File: src/rtl/tdma_sched_pkg.sv
package tdma_sched_pkg;
  typedef enum logic [1:0] {
    ST_IDLE      = 2'd0,
    ST_WAIT_SYNC = 2'd1,
    ST_RUN       = 2'd2
  } sched_state_e;

  typedef enum logic {
    FT_DATA   = 1'b0,
    FT_SYSTEM = 1'b1
  } frame_kind_e;
endpackage

File: src/rtl/tdma_sched_table.sv
module tdma_sched_table #(
  parameter int NID_W  = 4,
  parameter int FID_W  = 8,
  parameter int DEPTH  = 16,
  parameter int ADDR_W = 4
) (
  input  logic              clk,
  input  logic              wr_en,
  input  logic [ADDR_W-1:0] wr_addr,
  input  logic [NID_W-1:0]  wr_owner,
  input  logic              wr_kind,
  input  logic [FID_W-1:0]  wr_fid,
  input  logic              wr_rx_rel,
  input  logic [ADDR_W-1:0] rd_addr,
  output logic [NID_W-1:0]  rd_owner,
  output logic              rd_kind,
  output logic [FID_W-1:0]  rd_fid,
  output logic              rd_rx_rel
);
  localparam int EW = NID_W + FID_W + 2;

  logic [EW-1:0] mem [DEPTH];
  logic [EW-1:0] rd_word;

  // single write port, registered read: maps onto one block RAM
  always_ff @(posedge clk) begin
    if (wr_en) mem[wr_addr] <= {wr_owner, wr_kind, wr_fid, wr_rx_rel};
    rd_word <= mem[rd_addr];
  end

  assign rd_owner  = rd_word[EW-1 -: NID_W];
  assign rd_kind   = rd_word[FID_W+1];
  assign rd_fid    = rd_word[FID_W:1];
  assign rd_rx_rel = rd_word[0];
endmodule

File: src/rtl/tdma_slot_timer.sv
module tdma_slot_timer
  import tdma_sched_pkg::*;
#(
  parameter int NSLOT   = 4,
  parameter int NROUND  = 4,
  parameter int TICK_W  = 8,
  parameter int SLOT_W  = 2,
  parameter int ROUND_W = 2
) (
  input  logic               clk,
  input  logic               rst,
  input  logic               enable,
  input  logic               tick,
  input  logic               sync_start,
  input  logic [TICK_W-1:0]  slot_len,
  output logic               run,
  output logic               slot_begin,
  output logic [ROUND_W-1:0] round_idx,
  output logic [SLOT_W-1:0]  slot_idx
);
  localparam logic [SLOT_W-1:0]  LAST_SLOT  = SLOT_W'(NSLOT - 1);
  localparam logic [ROUND_W-1:0] LAST_ROUND = ROUND_W'(NROUND - 1);

  sched_state_e       st;
  logic [TICK_W-1:0]  cnt;
  logic [SLOT_W-1:0]  slot_q;
  logic [ROUND_W-1:0] round_q;
  logic               begin_q;
  logic               slot_done;

  // last tick of the slot; slot_len of 0 behaves as 1
  assign slot_done = ({1'b0, cnt} + 1'b1) >= {1'b0, slot_len};

  always_ff @(posedge clk) begin
    if (rst) begin
      st      <= ST_IDLE;
      cnt     <= '0;
      slot_q  <= '0;
      round_q <= '0;
      begin_q <= 1'b0;
    end else begin
      begin_q <= 1'b0;
      if (!enable) begin
        st  <= ST_IDLE;
        cnt <= '0;
      end else begin
        unique case (st)
          ST_IDLE, ST_WAIT_SYNC: begin
            st <= ST_WAIT_SYNC;
            if (sync_start) begin
              st      <= ST_RUN;
              cnt     <= '0;
              slot_q  <= '0;
              round_q <= '0;
              begin_q <= 1'b1;
            end
          end
          ST_RUN: begin
            if (tick) begin
              if (slot_done) begin
                cnt     <= '0;
                begin_q <= 1'b1;
                if (slot_q == LAST_SLOT) begin
                  slot_q  <= '0;
                  round_q <= (round_q == LAST_ROUND) ? '0 : round_q + 1'b1;
                end else begin
                  slot_q <= slot_q + 1'b1;
                end
              end else begin
                cnt <= cnt + 1'b1;
              end
            end
          end
          default: st <= ST_IDLE;
        endcase
      end
    end
  end

  assign run        = (st == ST_RUN);
  assign slot_begin = begin_q;
  assign round_idx  = round_q;
  assign slot_idx   = slot_q;

  AST_SLOT_ON_TICK: assert property (@(posedge clk) disable iff (rst)
    (st == ST_RUN && enable && !tick) |=> !begin_q);
  AST_START_ORIGIN: assert property (@(posedge clk) disable iff (rst)
    $rose(st == ST_RUN) |-> (begin_q && slot_q == '0 && round_q == '0));
  AST_IDX_RANGE: assert property (@(posedge clk) disable iff (rst)
    (int'(slot_q) < NSLOT) && (int'(round_q) < NROUND));
  AST_QUIET_DISABLED: assert property (@(posedge clk) disable iff (rst)
    !enable |=> !begin_q);
endmodule

File: src/rtl/tdma_slot_decode.sv
module tdma_slot_decode
  import tdma_sched_pkg::*;
#(
  parameter int NID_W   = 4,
  parameter int FID_W   = 8,
  parameter int SLOT_W  = 2,
  parameter int ROUND_W = 2,
  parameter int NCH     = 2
) (
  input  logic               clk,
  input  logic               rst,
  input  logic               run,
  input  logic               slot_begin,
  input  logic [ROUND_W-1:0] round_idx,
  input  logic [SLOT_W-1:0]  slot_idx,
  input  logic [NID_W-1:0]   my_id,
  input  logic [NID_W-1:0]   ent_owner,
  input  logic               ent_kind,
  input  logic [FID_W-1:0]   ent_fid,
  input  logic               ent_rx_rel,
  input  logic               rx_valid,
  output logic               running,
  output logic [ROUND_W-1:0] cur_round,
  output logic [SLOT_W-1:0]  cur_slot,
  output logic [NID_W-1:0]   slot_owner,
  output logic [NCH-1:0]     tx_req,
  output logic               tx_kind,
  output logic [FID_W-1:0]   tx_fid,
  output logic               rx_accept,
  output logic               round_start,
  output logic               cycle_start
);
  logic               begin_d;
  logic [ROUND_W-1:0] round_d;
  logic [SLOT_W-1:0]  slot_d;
  logic               rx_rel_q;
  frame_kind_e        kind_q;
  logic               own_now;

  // table read is one cycle behind the indices: delay them to line up
  always_ff @(posedge clk) begin
    if (rst) begin
      begin_d <= 1'b0;
      round_d <= '0;
      slot_d  <= '0;
    end else begin
      begin_d <= slot_begin;
      round_d <= round_idx;
      slot_d  <= slot_idx;
    end
  end

  assign own_now = run && begin_d && (ent_owner == my_id);

  always_ff @(posedge clk) begin
    if (rst) begin
      running     <= 1'b0;
      cur_round   <= '0;
      cur_slot    <= '0;
      slot_owner  <= '0;
      kind_q      <= FT_DATA;
      tx_fid      <= '0;
      rx_rel_q    <= 1'b0;
      rx_accept   <= 1'b0;
      round_start <= 1'b0;
      cycle_start <= 1'b0;
    end else begin
      round_start <= 1'b0;
      cycle_start <= 1'b0;
      rx_accept   <= rx_valid && running && rx_rel_q && (slot_owner != my_id);
      if (!run) begin
        running <= 1'b0;
      end else if (begin_d) begin
        running     <= 1'b1;
        cur_round   <= round_d;
        cur_slot    <= slot_d;
        slot_owner  <= ent_owner;
        kind_q      <= frame_kind_e'(ent_kind);
        tx_fid      <= ent_fid;
        rx_rel_q    <= ent_rx_rel;
        round_start <= (slot_d == '0);
        cycle_start <= (slot_d == '0) && (round_d == '0);
      end
    end
  end

  assign tx_kind = kind_q;

  // one request flop per replicated channel
  for (genvar ch = 0; ch < NCH; ch++) begin : g_chan
    always_ff @(posedge clk) begin
      if (rst) tx_req[ch] <= 1'b0;
      else     tx_req[ch] <= own_now;
    end
  end

  AST_CYCLE_IN_ROUND: assert property (@(posedge clk) disable iff (rst)
    cycle_start |-> (round_start && cur_round == '0 && cur_slot == '0));
  AST_RX_AFTER_FRAME: assert property (@(posedge clk) disable iff (rst)
    rx_accept |-> $past(rx_valid));
  AST_RX_FOREIGN: assert property (@(posedge clk) disable iff (rst)
    rx_accept |-> ($past(slot_owner) != my_id));
  AST_TX_WHILE_RUNNING: assert property (@(posedge clk) disable iff (rst)
    tx_req[0] |-> (running && slot_owner == my_id));
endmodule

File: src/rtl/tdma_cluster_sched.sv
module tdma_cluster_sched #(
  parameter int NID_W  = 4,
  parameter int FID_W  = 8,
  parameter int NSLOT  = 4,
  parameter int NROUND = 4,
  parameter int TICK_W = 8,
  localparam int SLOT_W  = (NSLOT  > 1) ? $clog2(NSLOT)  : 1,
  localparam int ROUND_W = (NROUND > 1) ? $clog2(NROUND) : 1
) (
  input  logic               clk,
  input  logic               rst,
  input  logic               enable,
  input  logic               tick,
  input  logic               sync_start,
  input  logic [TICK_W-1:0]  slot_len,
  input  logic [NID_W-1:0]   my_id,
  input  logic               cfg_we,
  input  logic [ROUND_W-1:0] cfg_round,
  input  logic [SLOT_W-1:0]  cfg_slot,
  input  logic [NID_W-1:0]   cfg_owner,
  input  logic               cfg_kind,
  input  logic [FID_W-1:0]   cfg_fid,
  input  logic               cfg_rx_rel,
  input  logic               rx_valid,
  output logic               running,
  output logic [ROUND_W-1:0] cur_round,
  output logic [SLOT_W-1:0]  cur_slot,
  output logic [NID_W-1:0]   slot_owner,
  output logic               tx_req_a,
  output logic               tx_req_b,
  output logic               tx_kind,
  output logic [FID_W-1:0]   tx_fid,
  output logic               rx_accept,
  output logic               round_start,
  output logic               cycle_start
);
  localparam int DEPTH  = NSLOT * NROUND;
  localparam int ADDR_W = (DEPTH > 1) ? $clog2(DEPTH) : 1;
  localparam int NCH    = 2;

  logic               run;
  logic               slot_begin;
  logic [ROUND_W-1:0] round_idx;
  logic [SLOT_W-1:0]  slot_idx;
  logic [ADDR_W-1:0]  rd_addr;
  logic [ADDR_W-1:0]  wr_addr;
  logic               wr_ok;
  logic [NID_W-1:0]   ent_owner;
  logic               ent_kind;
  logic [FID_W-1:0]   ent_fid;
  logic               ent_rx_rel;
  logic [NCH-1:0]     tx_req;

  always_comb begin
    rd_addr = ADDR_W'(int'(round_idx) * NSLOT + int'(slot_idx));
    wr_addr = ADDR_W'(int'(cfg_round) * NSLOT + int'(cfg_slot));
    wr_ok   = cfg_we && !enable && (int'(cfg_slot) < NSLOT) && (int'(cfg_round) < NROUND);
  end

  tdma_slot_timer #(
    .NSLOT(NSLOT), .NROUND(NROUND), .TICK_W(TICK_W),
    .SLOT_W(SLOT_W), .ROUND_W(ROUND_W)
  ) u_timer (
    .clk(clk), .rst(rst), .enable(enable), .tick(tick),
    .sync_start(sync_start), .slot_len(slot_len),
    .run(run), .slot_begin(slot_begin),
    .round_idx(round_idx), .slot_idx(slot_idx)
  );

  tdma_sched_table #(
    .NID_W(NID_W), .FID_W(FID_W), .DEPTH(DEPTH), .ADDR_W(ADDR_W)
  ) u_table (
    .clk(clk), .wr_en(wr_ok), .wr_addr(wr_addr),
    .wr_owner(cfg_owner), .wr_kind(cfg_kind), .wr_fid(cfg_fid),
    .wr_rx_rel(cfg_rx_rel), .rd_addr(rd_addr),
    .rd_owner(ent_owner), .rd_kind(ent_kind), .rd_fid(ent_fid),
    .rd_rx_rel(ent_rx_rel)
  );

  tdma_slot_decode #(
    .NID_W(NID_W), .FID_W(FID_W), .SLOT_W(SLOT_W),
    .ROUND_W(ROUND_W), .NCH(NCH)
  ) u_decode (
    .clk(clk), .rst(rst), .run(run), .slot_begin(slot_begin),
    .round_idx(round_idx), .slot_idx(slot_idx), .my_id(my_id),
    .ent_owner(ent_owner), .ent_kind(ent_kind), .ent_fid(ent_fid),
    .ent_rx_rel(ent_rx_rel), .rx_valid(rx_valid),
    .running(running), .cur_round(cur_round), .cur_slot(cur_slot),
    .slot_owner(slot_owner), .tx_req(tx_req), .tx_kind(tx_kind),
    .tx_fid(tx_fid), .rx_accept(rx_accept),
    .round_start(round_start), .cycle_start(cycle_start)
  );

  assign tx_req_a = tx_req[0];
  assign tx_req_b = tx_req[1];
endmodule

File: config.mk
export PLATFORM = sky130hd
export DESIGN_NAME = tdma_cluster_sched
export DESIGN_NICKNAME = d
export VERILOG_FILES = /design/src/rtl/tdma_sched_pkg.sv /design/src/rtl/tdma_sched_table.sv /design/src/rtl/tdma_slot_timer.sv /design/src/rtl/tdma_slot_decode.sv /design/src/rtl/tdma_cluster_sched.sv
export SDC_FILE = /design/constraint.sdc
export NUM_CORES = 1
export LEC_CHECK = 0
export BUFFER_PORTS_ARGS = -buffer_cell sky130_fd_sc_hd__buf_2
export CAP_MARGIN = 10
export CORE_ASPECT_RATIO = 1.4
export CORE_MARGIN = 1.5
export CORE_UTILIZATION = 55
export CTS_BUF_LIST = sky130_fd_sc_hd__clkbuf_4
export CTS_CLUSTER_SIZE = 14
export DETAILED_ROUTE_END_ITERATION = 10
export HOLD_SLACK_MARGIN = 0.08
export PLACE_DENSITY = 0.75
export REMOVE_ABC_BUFFERS = 1
export SETUP_SLACK_MARGIN = 0.02
export SYNTH_ARGS = -nofsm -noshare
export SYNTH_HDL_FRONTEND = slang
export SYNTH_SLANG_ARGS = --single-unit
File: constraint.sdc
create_clock -name clk -period 3.8 [get_ports clk]
set_input_delay 0.38 -clock clk [delete_from_list [all_inputs] [get_ports clk]]
set_output_delay 0.38 -clock clk [all_outputs]
set_load 0.01 [all_outputs]
==> metrics <==
worst hold endpoint u_timer.slot_begin; DP Wirelength 12700 um; initial core utilization 56.1%; critical path cell sequence ha_1, nand3_1, xnor2_1, ha_1, a21oi_1, o22ai_1, or2_2, nor2_1, o32ai_1; Distinct cells, synth 43; die span in x 121 um; vias in the first global route 6205; Slew HR 25.9%; Slew Viols, Final 0; largest family of logic cells by synthesized area multiplexers; hold_sp enable; Routed WL 21600 um; nets 762; met3 WL post-DR 1230 um; Hold Violations, Final 0; worst r2r src u_timer.cnt[0]; post_cts resized 0; Yosys top cell area share 62.7%; most frequent cell after synthesis edfxtp_1; TritonCTS clock tree done; WS Path Type reg -> reg; P_leak 0.00429 uW; total gr overflow 0; Worst path most repeated cell ha_1; clock latency on the worst-skew pair 0.65 ns; Die H 168 um; crit path time final 2.93 ns; Placer Congestion 0.835; R2R Setup Slk 0.87 ns; DR vias/cell 5.75; XOR/XNOR share of the synthesized area 1.06%; WP data required 4.30 ns; #FFs+latches synth 281; Worst-Margin Slew 1.11 ns; pwr dens 466 mW/mm2; wl on met1 8260 um; FF-to-FF path depth 9; Synth top cells by count 224 x edfxtp_1, 70 x mux4_2, 57 x dfxtp_1; worst r2r dst u_timer.round_idx[0]; Hold WS 0.157 ns; Syn Area/Cell 18.6 um2; CP max-delay cell nor2_1; mux cell area share after synthesis 14.8%; Min-Delay Path Class in -> reg; CP peak stage delay 0.54 ns; post-placement cell area 0.0114 mm2; TritonCTS buffer count 60; setup violators final 0; synth top area cells edfxtp_1 63%, mux4_2 15%, dfxtp_1 11%; Main synth FF type edfxtp_1; RSZ-0062 raised after global routing no; Setup Fix Bufs, Post-CTS 0; Gate Count Post-Synth 576; wire length per cell 21.3 um; Final Skew 0.0146 ns; Post-Layout Inst Area 0.0124 mm2; Longest Clk Path Bufs 3; EDFF count, synth 224; worst vdd ir 0.000239 V; WHS Path Cells 3; 1st-iter DRT viols 513; max-capacitance violation count 0; Top Metal Used met4; Simple-Gate Fraction of Synth Area 5.15%; fin crit share 77.1%; Ys Warns 0; CTS root buffer clkbuf_4; cell row count 60; initial antenna violation count 1; ys async rst share 0%; DRC 0; Area Overhead vs Synth 15.6%; delay-heaviest family, CP simple AND/OR/NAND/NOR gates; IO buf count 59; # clock sinks 281; Total GRT Usage 22.4%; CP endpoint kind register; post-synthesis sequential area ratio 73.3%; Synth Area in Compound Gates 2.62%; die area 0.0204 mm2; Critical path buffers and inverters 0; CP arrival 3.43 ns; Netlist Area Pre-Place 0.0107 mm2; setup slack after layout 0.870 ns; Pre-Repair DR Iteration Count 5; Startpoint Class register; Routed Antenna Nets 0; Final Util 64.8%; Synth Area in Adders 1.28%; pin count of the biggest net entering global routing 31; setup_tns 0 ns; # IOs 60; dominant cell type by area after synthesis edfxtp_1; routed wl met2 11600 um; critical path depth 9; via count 5830; status finished, final reports clean; first-pass GRT wire length 33600 um; core area 0.0191 mm2; crit path max fanout 9; H-tree levels 2; clock transition at the registers of the reported paths 0.07 ns; Place WS 0.978 ns; f_max 341 MHz; layout cells sized above 1 34.2%
[flip-flops by register name (all words and copies together), names as in the netlist]
register              cells
u_decode.tx_fid           8
u_decode.tx_kind          1
u_decode.cycle_start      1
u_decode.rx_rel_q         1
u_timer.slot_begin        1
u_timer.slot_idx          2
u_decode.slot_d           2
u_decode.round_d          2
u_decode.rx_accept        1
u_table.mem             224
u_table.rd_word          14
u_timer.round_idx         2
u_decode.running          1
u_decode.tx_req           1
u_timer.st                2
u_timer.cnt               8
u_decode.cur_slot         2
u_decode.slot_owner       4
u_decode.round_start      1
u_decode.begin_d          1
u_decode.cur_round        2
[routing by layer]
metal / GRT usage, % / vias up
li1: - / 2611
met1: 27.3 / 2949
met2: 39.6 / 225
met3: 4.07 / 45
met4: 8.54 / 0
met5: 0 / -
[worst max-delay path by stage]
| stage | startpoint | to |
|---|---|---|
| after global routing | u_timer.cnt[0] | u_timer.round_idx[0] |
| after global placement | u_timer.cnt[0] | u_timer.slot_idx[0] |
| after detailed placement | u_timer.cnt[0] | u_timer.round_idx[0] |
| after CTS | u_timer.cnt[0] | u_timer.round_idx[0] |
| after floorplan | u_timer.slot_idx[0] | u_table.rd_word[0] |
| final | u_timer.cnt[0] | u_timer.round_idx[0] |
[worst min-delay path: cells and delay by family]
kind	cells	cell delay [ns]
compound gates	1	0.06
buf+inv	1	0.14
simple gates	1	0.17
[placed cells by master, fill, tap and decap left out, types with 7 or more instances in the layout]
| master | n |
|---|---|
| xor2_1 | 7 |
| nand2b_1 | 11 |
| nand2_1 | 48 |
| dlygate4sd3_1 | 18 |
| dfxtp_1 | 55 |
| a21oi_1 | 23 |
| clkbuf_4 | 97 |
| edfxtp_1 | 224 |
| buf_4 | 24 |
| ha_1 | 11 |
| nor2_1 | 22 |
| mux4_2 | 70 |
| buf_2 | 59 |
| inv_1 | 14 |
| clkinv_1 | 12 |
[power breakdown]
group	switching [uW]	total, uW	internal, uW
sequential	9.57	3360	3350
combinational	82.6	135	51.9
clock	1070	2290	1230
total	1160	5780	4620
[cell type report]
cell class,instances,area (um2)
timing repair buffer,101,656
fill,1310,6740
multi-input combinational,256,2690
sequential,281,7870
antenna,1,2.50
clock buffer,97,728
clock inverter,16,93.8
inverter,14,52.6
tap,248,310
[stage by stage]
| stage | total power (uW) | std cells |
|---|---|---|
| 2_1_floorplan | 3470 | 551 |
| 3_3_place_gp | 3530 | 882 |
| 3_5_place_dp | 3540 | 882 |
| 4_1_cts | 5840 | 1012 |
| 5_1_grt | 6000 | 1014 |
| 6_report | 5780 | 1014 |
[logic make-up after synthesis]
logic type / count (synthesis)
and+or+nand+nor: 117
buffers and inverters: 39
xor gates and xnor gates: 13
adders and majority gates: 11
AOI/OAI and AO/OA: 44
muxes: 71
DFF: 281
[timing repair]
| item | CTS | global route |
|---|---|---|
| hold buffers | 17 | 1 |
| endpoints found under the setup margin | 0 | 0 |
| endpoints found under the hold margin | 197 | 4 |
No activity file was read; power rests on OpenSTA's default activity.
